===== config.mk =====
export PLATFORM = sky130hd
export DESIGN_NAME = dmadec_regwin
export DESIGN_NICKNAME = d
export VERILOG_FILES = /design/src/rtl/dmadec_pkg.sv /design/src/rtl/dmadec_addr_decode.sv /design/src/rtl/dmadec_global_regs.sv /design/src/rtl/dmadec_read_return.sv /design/src/rtl/dmadec_regwin.sv
export SDC_FILE = /design/constraint.sdc
export NUM_CORES = 1
export LEC_CHECK = 0
export ABC_AREA = 1
export BUFFER_PORTS_ARGS = -buffer_cell sky130_fd_sc_hd__buf_2
export CAP_MARGIN = 20
export CORE_AREA = 4 4 275 277
export CTS_BUF_LIST = sky130_fd_sc_hd__clkbuf_8
export DETAILED_ROUTE_END_ITERATION = 16
export DIE_AREA = 0 0 279 281
export PLACE_DENSITY = 0.35
export SLEW_MARGIN = 5
export SYNTH_ARGS = -nofsm -noshare
export SYNTH_HDL_FRONTEND = slang
export SYNTH_SLANG_ARGS = --single-unit

===== constraint.sdc =====
create_clock -name clk -period 2.01 [get_ports clk]
set_clock_uncertainty 0.1 [all_clocks]
set_input_delay 0.1005 -clock clk [delete_from_list [all_inputs] [get_ports clk]]
set_output_delay 0.1005 -clock clk [all_outputs]
set_load 0.1 [all_outputs]

===== src/rtl/dmadec_pkg.sv =====
package dmadec_pkg;

    localparam int DATA_W  = 32;
    localparam int ADDR_W  = 12;
    localparam int OFF_W   = 8;
    localparam int IDX_W   = ADDR_W - OFF_W;

    localparam logic [1:0]        SIZE_WORD   = 2'b10;
    localparam logic [ADDR_W-1:0] HIGH_BASE   = 12'hF00;
    localparam logic [ADDR_W-1:0] OFF_IRQSUM  = 12'hFE0;
    localparam logic [ADDR_W-1:0] OFF_ENABLE  = 12'hFF0;

    typedef enum logic [1:0] {
        TGT_NONE = 2'd0,
        TGT_CHAN = 2'd1,
        TGT_IRQ  = 2'd2,
        TGT_EN   = 2'd3
    } tgt_e;

    typedef struct packed {
        tgt_e             tgt;
        logic [IDX_W-1:0] chan;
        logic [OFF_W-1:0] off;
    } dec_t;

    // Classify one access; nch is the number of channels present
    function automatic dec_t classify(input logic aux,
                                      input logic [1:0] size,
                                      input logic [ADDR_W-1:0] addr,
                                      input int nch);
        dec_t d;
        d.tgt  = TGT_NONE;
        d.chan = IDX_W'(nch - 1);
        d.off  = addr[OFF_W-1:0];
        if (size == SIZE_WORD) begin
            if (aux) begin
                d.tgt = TGT_CHAN;
            end else if (addr < HIGH_BASE) begin
                d.chan = addr[ADDR_W-1:OFF_W];
                if (int'(addr[ADDR_W-1:OFF_W]) < nch)
                    d.tgt = TGT_CHAN;
            end else if (addr == OFF_IRQSUM) begin
                d.tgt = TGT_IRQ;
            end else if (addr == OFF_ENABLE) begin
                d.tgt = TGT_EN;
            end
        end
        return d;
    endfunction

endpackage


===== src/rtl/dmadec_addr_decode.sv =====
module dmadec_addr_decode
    import dmadec_pkg::*;
#(
    parameter int NCH = 16
) (
    input  logic              req,
    input  logic              aux,
    input  logic              we,
    input  logic [1:0]        size,
    input  logic [ADDR_W-1:0] addr,
    output dec_t              dec,
    output logic [NCH-1:0]    sel,
    output logic              chan_we,
    output logic              en_we,
    output logic              rd_req
);

    always_comb begin
        dec = classify(aux, size, addr, NCH);
    end

    for (genvar i = 0; i < NCH; i++) begin : g_sel
        assign sel[i] = req && (dec.tgt == TGT_CHAN) && (int'(dec.chan) == i);
    end

    assign chan_we = req && we && (dec.tgt == TGT_CHAN);
    assign en_we   = req && we && (dec.tgt == TGT_EN);
    assign rd_req  = req && !we;

endmodule


===== src/rtl/dmadec_global_regs.sv =====
module dmadec_global_regs
    import dmadec_pkg::*;
#(
    parameter int NCH = 16
) (
    input  logic           clk,
    input  logic           rst,
    input  logic           en_we,
    input  logic [NCH-1:0] en_wdata,
    input  logic [NCH-1:0] irq_set,
    input  logic [NCH-1:0] irq_clr,
    output logic [NCH-1:0] enable,
    output logic [NCH-1:0] irq_sum
);

    always_ff @(posedge clk) begin
        if (rst)
            enable <= '1;
        else if (en_we)
            enable <= en_wdata;
    end

    for (genvar i = 0; i < NCH; i++) begin : g_irq
        always_ff @(posedge clk) begin
            if (rst)
                irq_sum[i] <= 1'b0;
            else if (irq_clr[i])
                irq_sum[i] <= 1'b0;
            else if (irq_set[i])
                irq_sum[i] <= 1'b1;
        end


        irq_clr_wins_chk: assert property (@(posedge clk) disable iff (rst)
            irq_clr[i] |=> !irq_sum[i]);


        irq_set_sticks_chk: assert property (@(posedge clk) disable iff (rst)
            (irq_set[i] && !irq_clr[i]) |=> irq_sum[i]);
    end


    enable_hold_chk: assert property (@(posedge clk) disable iff (rst)
        !en_we |=> $stable(enable));

endmodule


===== src/rtl/dmadec_read_return.sv =====
module dmadec_read_return
    import dmadec_pkg::*;
#(
    parameter int NCH = 16
) (
    input  logic                  clk,
    input  logic                  rst,
    input  logic                  rd_req,
    input  dec_t                  dec,
    input  logic [NCH*DATA_W-1:0] ch_rdata,
    input  logic [NCH-1:0]        enable,
    input  logic [NCH-1:0]        irq_sum,
    output logic [DATA_W-1:0]     rdata,
    output logic                  rvalid
);

    localparam int PAD_W = DATA_W - NCH;

    logic [DATA_W-1:0] rd_mux;

    always_comb begin
        unique case (dec.tgt)
            TGT_CHAN: rd_mux = ch_rdata[int'(dec.chan)*DATA_W +: DATA_W];
            TGT_IRQ:  rd_mux = {{PAD_W{1'b0}}, irq_sum};
            TGT_EN:   rd_mux = {{PAD_W{1'b0}}, enable};
            default:  rd_mux = '0;
        endcase
    end

    always_ff @(posedge clk) begin
        if (rst) begin
            rvalid <= 1'b0;
            rdata  <= '0;
        end else begin
            rvalid <= rd_req;
            if (rd_req)
                rdata <= rd_mux;
        end
    end


    rvalid_follows_read_chk: assert property (@(posedge clk) disable iff (rst)
        rd_req |=> rvalid);


    rvalid_only_on_read_chk: assert property (@(posedge clk) disable iff (rst)
        !rd_req |=> !rvalid);

endmodule


===== src/rtl/dmadec_regwin.sv =====
module dmadec_regwin
    import dmadec_pkg::*;
#(
    parameter int NCH = 16
) (
    input  logic                  clk,
    input  logic                  rst,
    input  logic                  bus_req,
    input  logic                  bus_aux,
    input  logic                  bus_we,
    input  logic [1:0]            bus_size,
    input  logic [ADDR_W-1:0]     bus_addr,
    input  logic [DATA_W-1:0]     bus_wdata,
    output logic [DATA_W-1:0]     bus_rdata,
    output logic                  bus_rvalid,
    output logic [NCH-1:0]        ch_sel,
    output logic                  ch_we,
    output logic [OFF_W-1:0]      ch_off,
    output logic [DATA_W-1:0]     ch_wdata,
    input  logic [NCH*DATA_W-1:0] ch_rdata,
    input  logic [NCH-1:0]        irq_set,
    input  logic [NCH-1:0]        irq_clr,
    output logic [NCH-1:0]        ch_enable,
    output logic [NCH-1:0]        irq_status
);

    dec_t dec;
    logic en_we;
    logic rd_req;

    dmadec_addr_decode #(.NCH(NCH)) u_decode (
        .req     (bus_req),
        .aux     (bus_aux),
        .we      (bus_we),
        .size    (bus_size),
        .addr    (bus_addr),
        .dec     (dec),
        .sel     (ch_sel),
        .chan_we (ch_we),
        .en_we   (en_we),
        .rd_req  (rd_req)
    );

    assign ch_off   = dec.off;
    assign ch_wdata = bus_wdata;

    dmadec_global_regs #(.NCH(NCH)) u_globals (
        .clk      (clk),
        .rst      (rst),
        .en_we    (en_we),
        .en_wdata (bus_wdata[NCH-1:0]),
        .irq_set  (irq_set),
        .irq_clr  (irq_clr),
        .enable   (ch_enable),
        .irq_sum  (irq_status)
    );

    dmadec_read_return #(.NCH(NCH)) u_return (
        .clk      (clk),
        .rst      (rst),
        .rd_req   (rd_req),
        .dec      (dec),
        .ch_rdata (ch_rdata),
        .enable   (ch_enable),
        .irq_sum  (irq_status),
        .rdata    (bus_rdata),
        .rvalid   (bus_rvalid)
    );


    sel_onehot_chk: assert property (@(posedge clk) disable iff (rst)
        $onehot0(ch_sel));


    main_slice_sel_chk: assert property (@(posedge clk) disable iff (rst)
        (bus_req && !bus_aux && bus_size == SIZE_WORD && bus_addr < HIGH_BASE)
        |-> $countones(ch_sel) == 1);


    aux_last_chan_chk: assert property (@(posedge clk) disable iff (rst)
        (bus_req && bus_aux && bus_size == SIZE_WORD) |-> ch_sel[NCH-1]);


    high_no_sel_chk: assert property (@(posedge clk) disable iff (rst)
        (bus_req && !bus_aux && bus_addr >= HIGH_BASE) |-> ch_sel == '0);


    bad_size_inert_chk: assert property (@(posedge clk) disable iff (rst)
        (bus_req && bus_size != SIZE_WORD) |-> (ch_sel == '0 && !ch_we)
        ##1 $stable(ch_enable));

endmodule


# Yosys cells after proc, flatten, opt, wreduce, memory -nomap -nowiden
# Cells that the tools add are included.
dict set report totals {
  wordCells 89
  in_bits 595
  reg_bits 65
  output_inout_bits 122
}
dict set report classes {
  shifts 1
  order_cmp 1
  n_eq_ne 21
  n_reduce_logical 39
  muxes 8
}
# op n
set ops {}
lappend ops {{variable part select 512 x 10 -> 32 bit} 1}
lappend ops {{case mux 32 bit (3 select lines)} 1}
lappend ops {{equality test 4 bit (second input constant)} 8}
lappend ops {{OR reduction 2 bit} 16}
lappend ops {{equality test 12 bit (second input constant)} 2}
lappend ops {{logical AND 1 bit} 21}
lappend ops {{equality test 4 x 3 -> 1 bit (second input constant)} 4}
lappend ops {{< comparator 12 bit (second input constant)} 1}
lappend ops {{equality test 4 x 2 -> 1 bit (second input constant)} 2}
lappend ops {{two-way mux 2 bit} 4}
lappend ops {{two-way mux 4 bit} 2}
lappend ops {{equality test 2 bit (second input constant)} 3}
lappend ops {{two-way mux 6 bit} 1}
lappend ops {{equality test 4 x 1 -> 1 bit (second input constant)} 1}
lappend ops {{logical NOT 4 bit} 1}
lappend ops {{equality test 2 x 1 -> 1 bit (second input constant)} 1}
lappend ops {{logical NOT 1 bit} 1}

# Longest topological paths before layout
dict set report depth {
  depth_word 9
  mapped_depth 15
  ltp_nobuf 12
}

# By module
# From an unflattened synthesis, not the netlist that was laid out.
dict set report hier_totals {
  hier_cells 1786
  area_unflattened_um2 9033.7
}
# module area_per_inst_um2 instances seq_area_each_um2 cells_each
set modules_own_cells {}
lappend modules_own_cells {dmadec_read_return 7129.3 1 660.6 1508}
lappend modules_own_cells {dmadec_global_regs 1236.2 1 640.6 152}
lappend modules_own_cells {dmadec_addr_decode 427.9 1 0.0 94}
lappend modules_own_cells {dmadec_regwin 240.2 1 0.0 32}

# Worst setup path before layout
# OpenSTA, ideal clock, no wires.
dict set report synth_timing {
  path_kind {input-to-output}
  from {input bus_size[0]}
  to {output ch_sel[0]}
  t_required_ns 1.809
  arrival_ns 2.317
  slack_ns -0.507
  n_path_buf 1
  cell_stages 8
  cell_sequence {inv_1 > nand2_1 > nor2_1 > nand2_1 > nor2_1 > clkbuf_1 > inv_1 > nor2_1}
}
dict set report synth_via {
  elab_chain_len 5
}
# item line_no
set synth_lines {}
lappend synth_lines {{start: declaration} dmadec_regwin.sv:11} ;# input logic [1:0] bus_size,
lappend synth_lines {{equality test 2 bit (*)} dmadec_pkg.sv:35} ;# if (size == SIZE_WORD) begin
lappend synth_lines {{two-way mux 6 bit (*)} dmadec_pkg.sv:35}
lappend synth_lines {{equality test 2 x 1 -> 1 bit} dmadec_addr_decode.sv:23} ;# assign sel[i] = req && (dec.tgt == TGT_CHAN) && (int'(dec.chan) == i);
lappend synth_lines {{logical AND 1 bit} dmadec_addr_decode.sv:23}
lappend synth_lines {{logical AND 1 bit (*)} dmadec_addr_decode.sv:23}
lappend synth_lines {{end: declaration} dmadec_regwin.sv:16} ;# output logic [NCH-1:0] ch_sel,
# Mark *: on every way between the ends. The rest lies on a longest branch, timed or not.

# Worst setup path in the final report
dict set report layout_timing {
  from {input bus_addr[9]}
  to {output ch_sel[11]}
}
dict set report layout_via {
  elab_chain_len 9
}
# item line_no
set layout_lines {}
lappend layout_lines {{start: declaration} dmadec_regwin.sv:12} ;# input logic [ADDR_W-1:0] bus_addr,
lappend layout_lines {{branches (longest 5 deep; another with < comparator 12 bit)} --}
lappend layout_lines {{two-way mux 6 bit (*)} dmadec_pkg.sv:35}
lappend layout_lines {{equality test 2 x 1 -> 1 bit} dmadec_addr_decode.sv:23}
lappend layout_lines {{logical AND 1 bit} dmadec_addr_decode.sv:23}
lappend layout_lines {{logical AND 1 bit (*)} dmadec_addr_decode.sv:23}
# Mark *: on every way between the ends.

==> metrics.csv <==
stage,metric,value,unit
place,dpl.hpwl,61.9,mm
worst_setup_path,rrSetupSlack,0.67,ns
job,cap_violations,0,
outcome,status,"finished, final reports clean",
finish,drive_gt1_share,34.6,%
drt,drt_iter0_drc,646,
place,portBuffers,684,
worst_hold_path,hold_start,rst,
sta,finalHoldViolations,0,
drt,vias_per_cell,3.93,
power,power,5.44,mW
sta,hold_slack,0.0918,ns
synthesis,ys_types,28,
sta,drv_slew,0,
worst_hold_path,min_path_type,primary input to flop,
synthesis,postSynthAreaPerCell,4.90,µm²
drt,dr.pass1.iters,6,
finish,nets,3262,
worst_setup_path,end_kind,primary output,
floorplan,die_area,78400,µm²
synthesis,syn-num-nets,2506,
global_route,grt.total_usage,17.4,%
worst_setup_path,critPathKind,primary input to primary output,
global_route,antenna_found_initial,26,
global_route,overflow,0,
drt,routedWlPerCell,19.8,µm
global_route,grt_pass1_vias,14612,
finish,ff_latch_area,1300,µm²
floorplan,die_x,279,µm
power,ir_worst_vdd,0.000300,V
synthesis,ys_seq_area_share,13.9,%
place,place_congestion,0.819,
finish,multiInputGateArea,6370,µm²
worst_setup_path,cp_data_arrival_time,1.71,ns
sta,slew_headroom,60.7,%
synthesis,ys_top_cells_by_area,"nand2_1, dfxtp_1, inv_1, nor2_1, nand3b_1",
synthesis,yosys_warnings,0,
floorplan,die_h,281,µm
sta,fin_crit,1.91,ns
worst_setup_path,reg2reg_from,u_globals.irq_sum[0]$_SDFFE_PP0P_,
power,powerDensity,337,nW/µm²
synthesis,synthCells,1911,
cts,cts_sinks,65,
worst_setup_path,r2r-end,u_globals.irq_sum[0]$_SDFFE_PP0P_,
global_route,grt_pass1_wl,100,mm
sta,maxClockFrequency,0.524,GHz
sta,setup_ws,0.101,ns
worst_setup_path,cp_max_fo,4,
synthesis,synth_top_area_share,33.3,%
cts,ctsHtreeMaxLevel,3,
cts,clk_latency,0.38,ns
synthesis,netlist.top_cell.by_area,nand2_1,
finish,area_growth,72.5,%
cts,root_buffer,clkbuf_8,
worst_setup_path,crit_path_start_kind,primary input,
global_route,grt_max_degree,43,
sta,setup_violations,0,
power,power.leakage,9.34,nW
drt,wl,72.0,mm
floorplan,io_pins,717,
drt,num_vias,14287,
sta,tns,0,ns
floorplan,fp-row-count,99,
worst_hold_path,min_to,u_return.rvalid$_SDFF_PP0_,
drt,ant_nets,0,
finish,fillerInstances,8681,
cts,path_clk_slew,0.08,ns
sta,tightest_slew,0.588,ns
cts,cts_buffers,9,
floorplan,initial_utilization,12.9,%
sta,rsz0062_at_grt,false,
synthesis,netlist_area,9370,µm²
drt,drc,0,
worst_setup_path,r2r_cells,3,
synthesis,synth.ff_latch_count,65,
place,dp_slack,-0.359,ns
cts,cts_tree,done,
worst_setup_path,cp.required,1.81,ns
sta,timing.final.crit_share,95.0,%
cts,clock_path_buffers,2,
worst_hold_path,holdPathStages,2,
floorplan,core_area,72800,µm²
critical path, cell delays in order:
cell,delay (ns)
buf_2,0.12
buf_4,0.15
nand2_1,0.11
nor2_2,0.07
a21oi_2,0.21
inv_2,0.09
nor2_1,0.09
buf_4,0.15
nand3_1,0.09
buf_6,0.17
nor2_4,0.16
buf_12,0.19
kinds of logic after synthesis:
| kind of cell | share of synthesized area (%) |
|---|---|
| and+or+nand+nor | 55.6 |
| buffers and inverters | 20.0 |
| AOI/OAI and AO/OA | 10.5 |
| DFF | 13.9 |
per-stage QoR:
stage	cells	util, %	instance area, µm²
6_report	3637	22.2	16200
3_5_place_dp	3560	20.9	15200
2_1_floorplan	1911	-	9430
3_3_place_gp	3560	20.9	15200
5_1_grt	3637	22.2	16200
4_1_cts	3630	22.0	16000
metal layers:
metal	share of wire, %	track usage, %	up-vias
met2	51	32.7	549
met3	7.3	4.65	77
met4	1.4	2.90	16
li1	-	-	7331
met1	40	20.1	6314
met5	0.15	0	-
cells in the final DEF, fill, tap and decap left out, drive strengths merged:
cell / n
buf: 859
nand2: 835
inv: 270
nor2: 170
o21ai: 93
nand3: 72
nand3b: 65
dfxtp: 65
nor3: 62
dlygate4sd3: 48
nand4: 36
a21oi: 33
o211ai: 31
o21bai: 16
clkbuf: 11
diode: 6
bufinv: 3
clkinvlp: 1
or2: 1
clkinv: 1
synth_stat cells (all sizes together):
library cell and instances:
nand2 834, inv 269, nor2 170, buf 96
o21ai 93, nand3 72, clkbuf 67, dfxtp 65
nand3b 65, nor3 62, nand4 36, a21oi 33
o211ai 31, o21bai 16, clkinv 1, or2 1
power breakdown:
| group | total [mW] | internal, mW | switching [mW] |
|---|---|---|---|
| registers | 1.34 | 1.32 | 0.0251 |
| logic | 2.55 | 1.01 | 1.54 |
| clock network | 1.55 | 0.902 | 0.646 |
| total | 5.44 | 3.23 | 2.22 |
state kept, by name, summed over array words and instances, names as in the netlist:
name               count
u_globals.irq_sum     16
u_globals.enable      16
u_return.rvalid        1
u_return.rdata        32
layout make-up:
cell class,instances,area share (%)
Antenna cell,6,0.0929
Clock inverter,5,0.666
Multi-Input combinational cell,1414,39.4
Timing Repair Buffer,907,37.1
Sequential cell,65,8.05
Tap cell,959,7.42
Inverter,270,6.31
Clock buffer,11,0.937
worst max path at each step:
stage	startpoint	to	slack [ns]	cells after the start
floorplan	bus_size[0]	ch_sel[0]	-0.09	8
global placement	bus_size[0]	u_return.rdata[15]$_SDFFE_PP0P_	-0.38	14
detailed placement	bus_size[1]	u_return.rdata[22]$_SDFFE_PP0P_	-0.36	13
CTS	bus_addr[9]	ch_sel[11]	0.001	12
global route	bus_size[1]	u_return.rdata[16]$_SDFFE_PP0P_	0.0005	18
finish	bus_addr[9]	ch_sel[11]	0.10	12
what timing repair did:
item                                    4_1_cts  5_1_grt
setup buffers                                 5        1
hold buffers                                 48        0
endpoints found under the setup margin       13       21
gates cloned                                  1        0
pin swaps                                     2        2
hold endpoints to repair                     32        0
gates resized for setup                       4       21
Note: power is estimated with default switching activity, not from simulation.
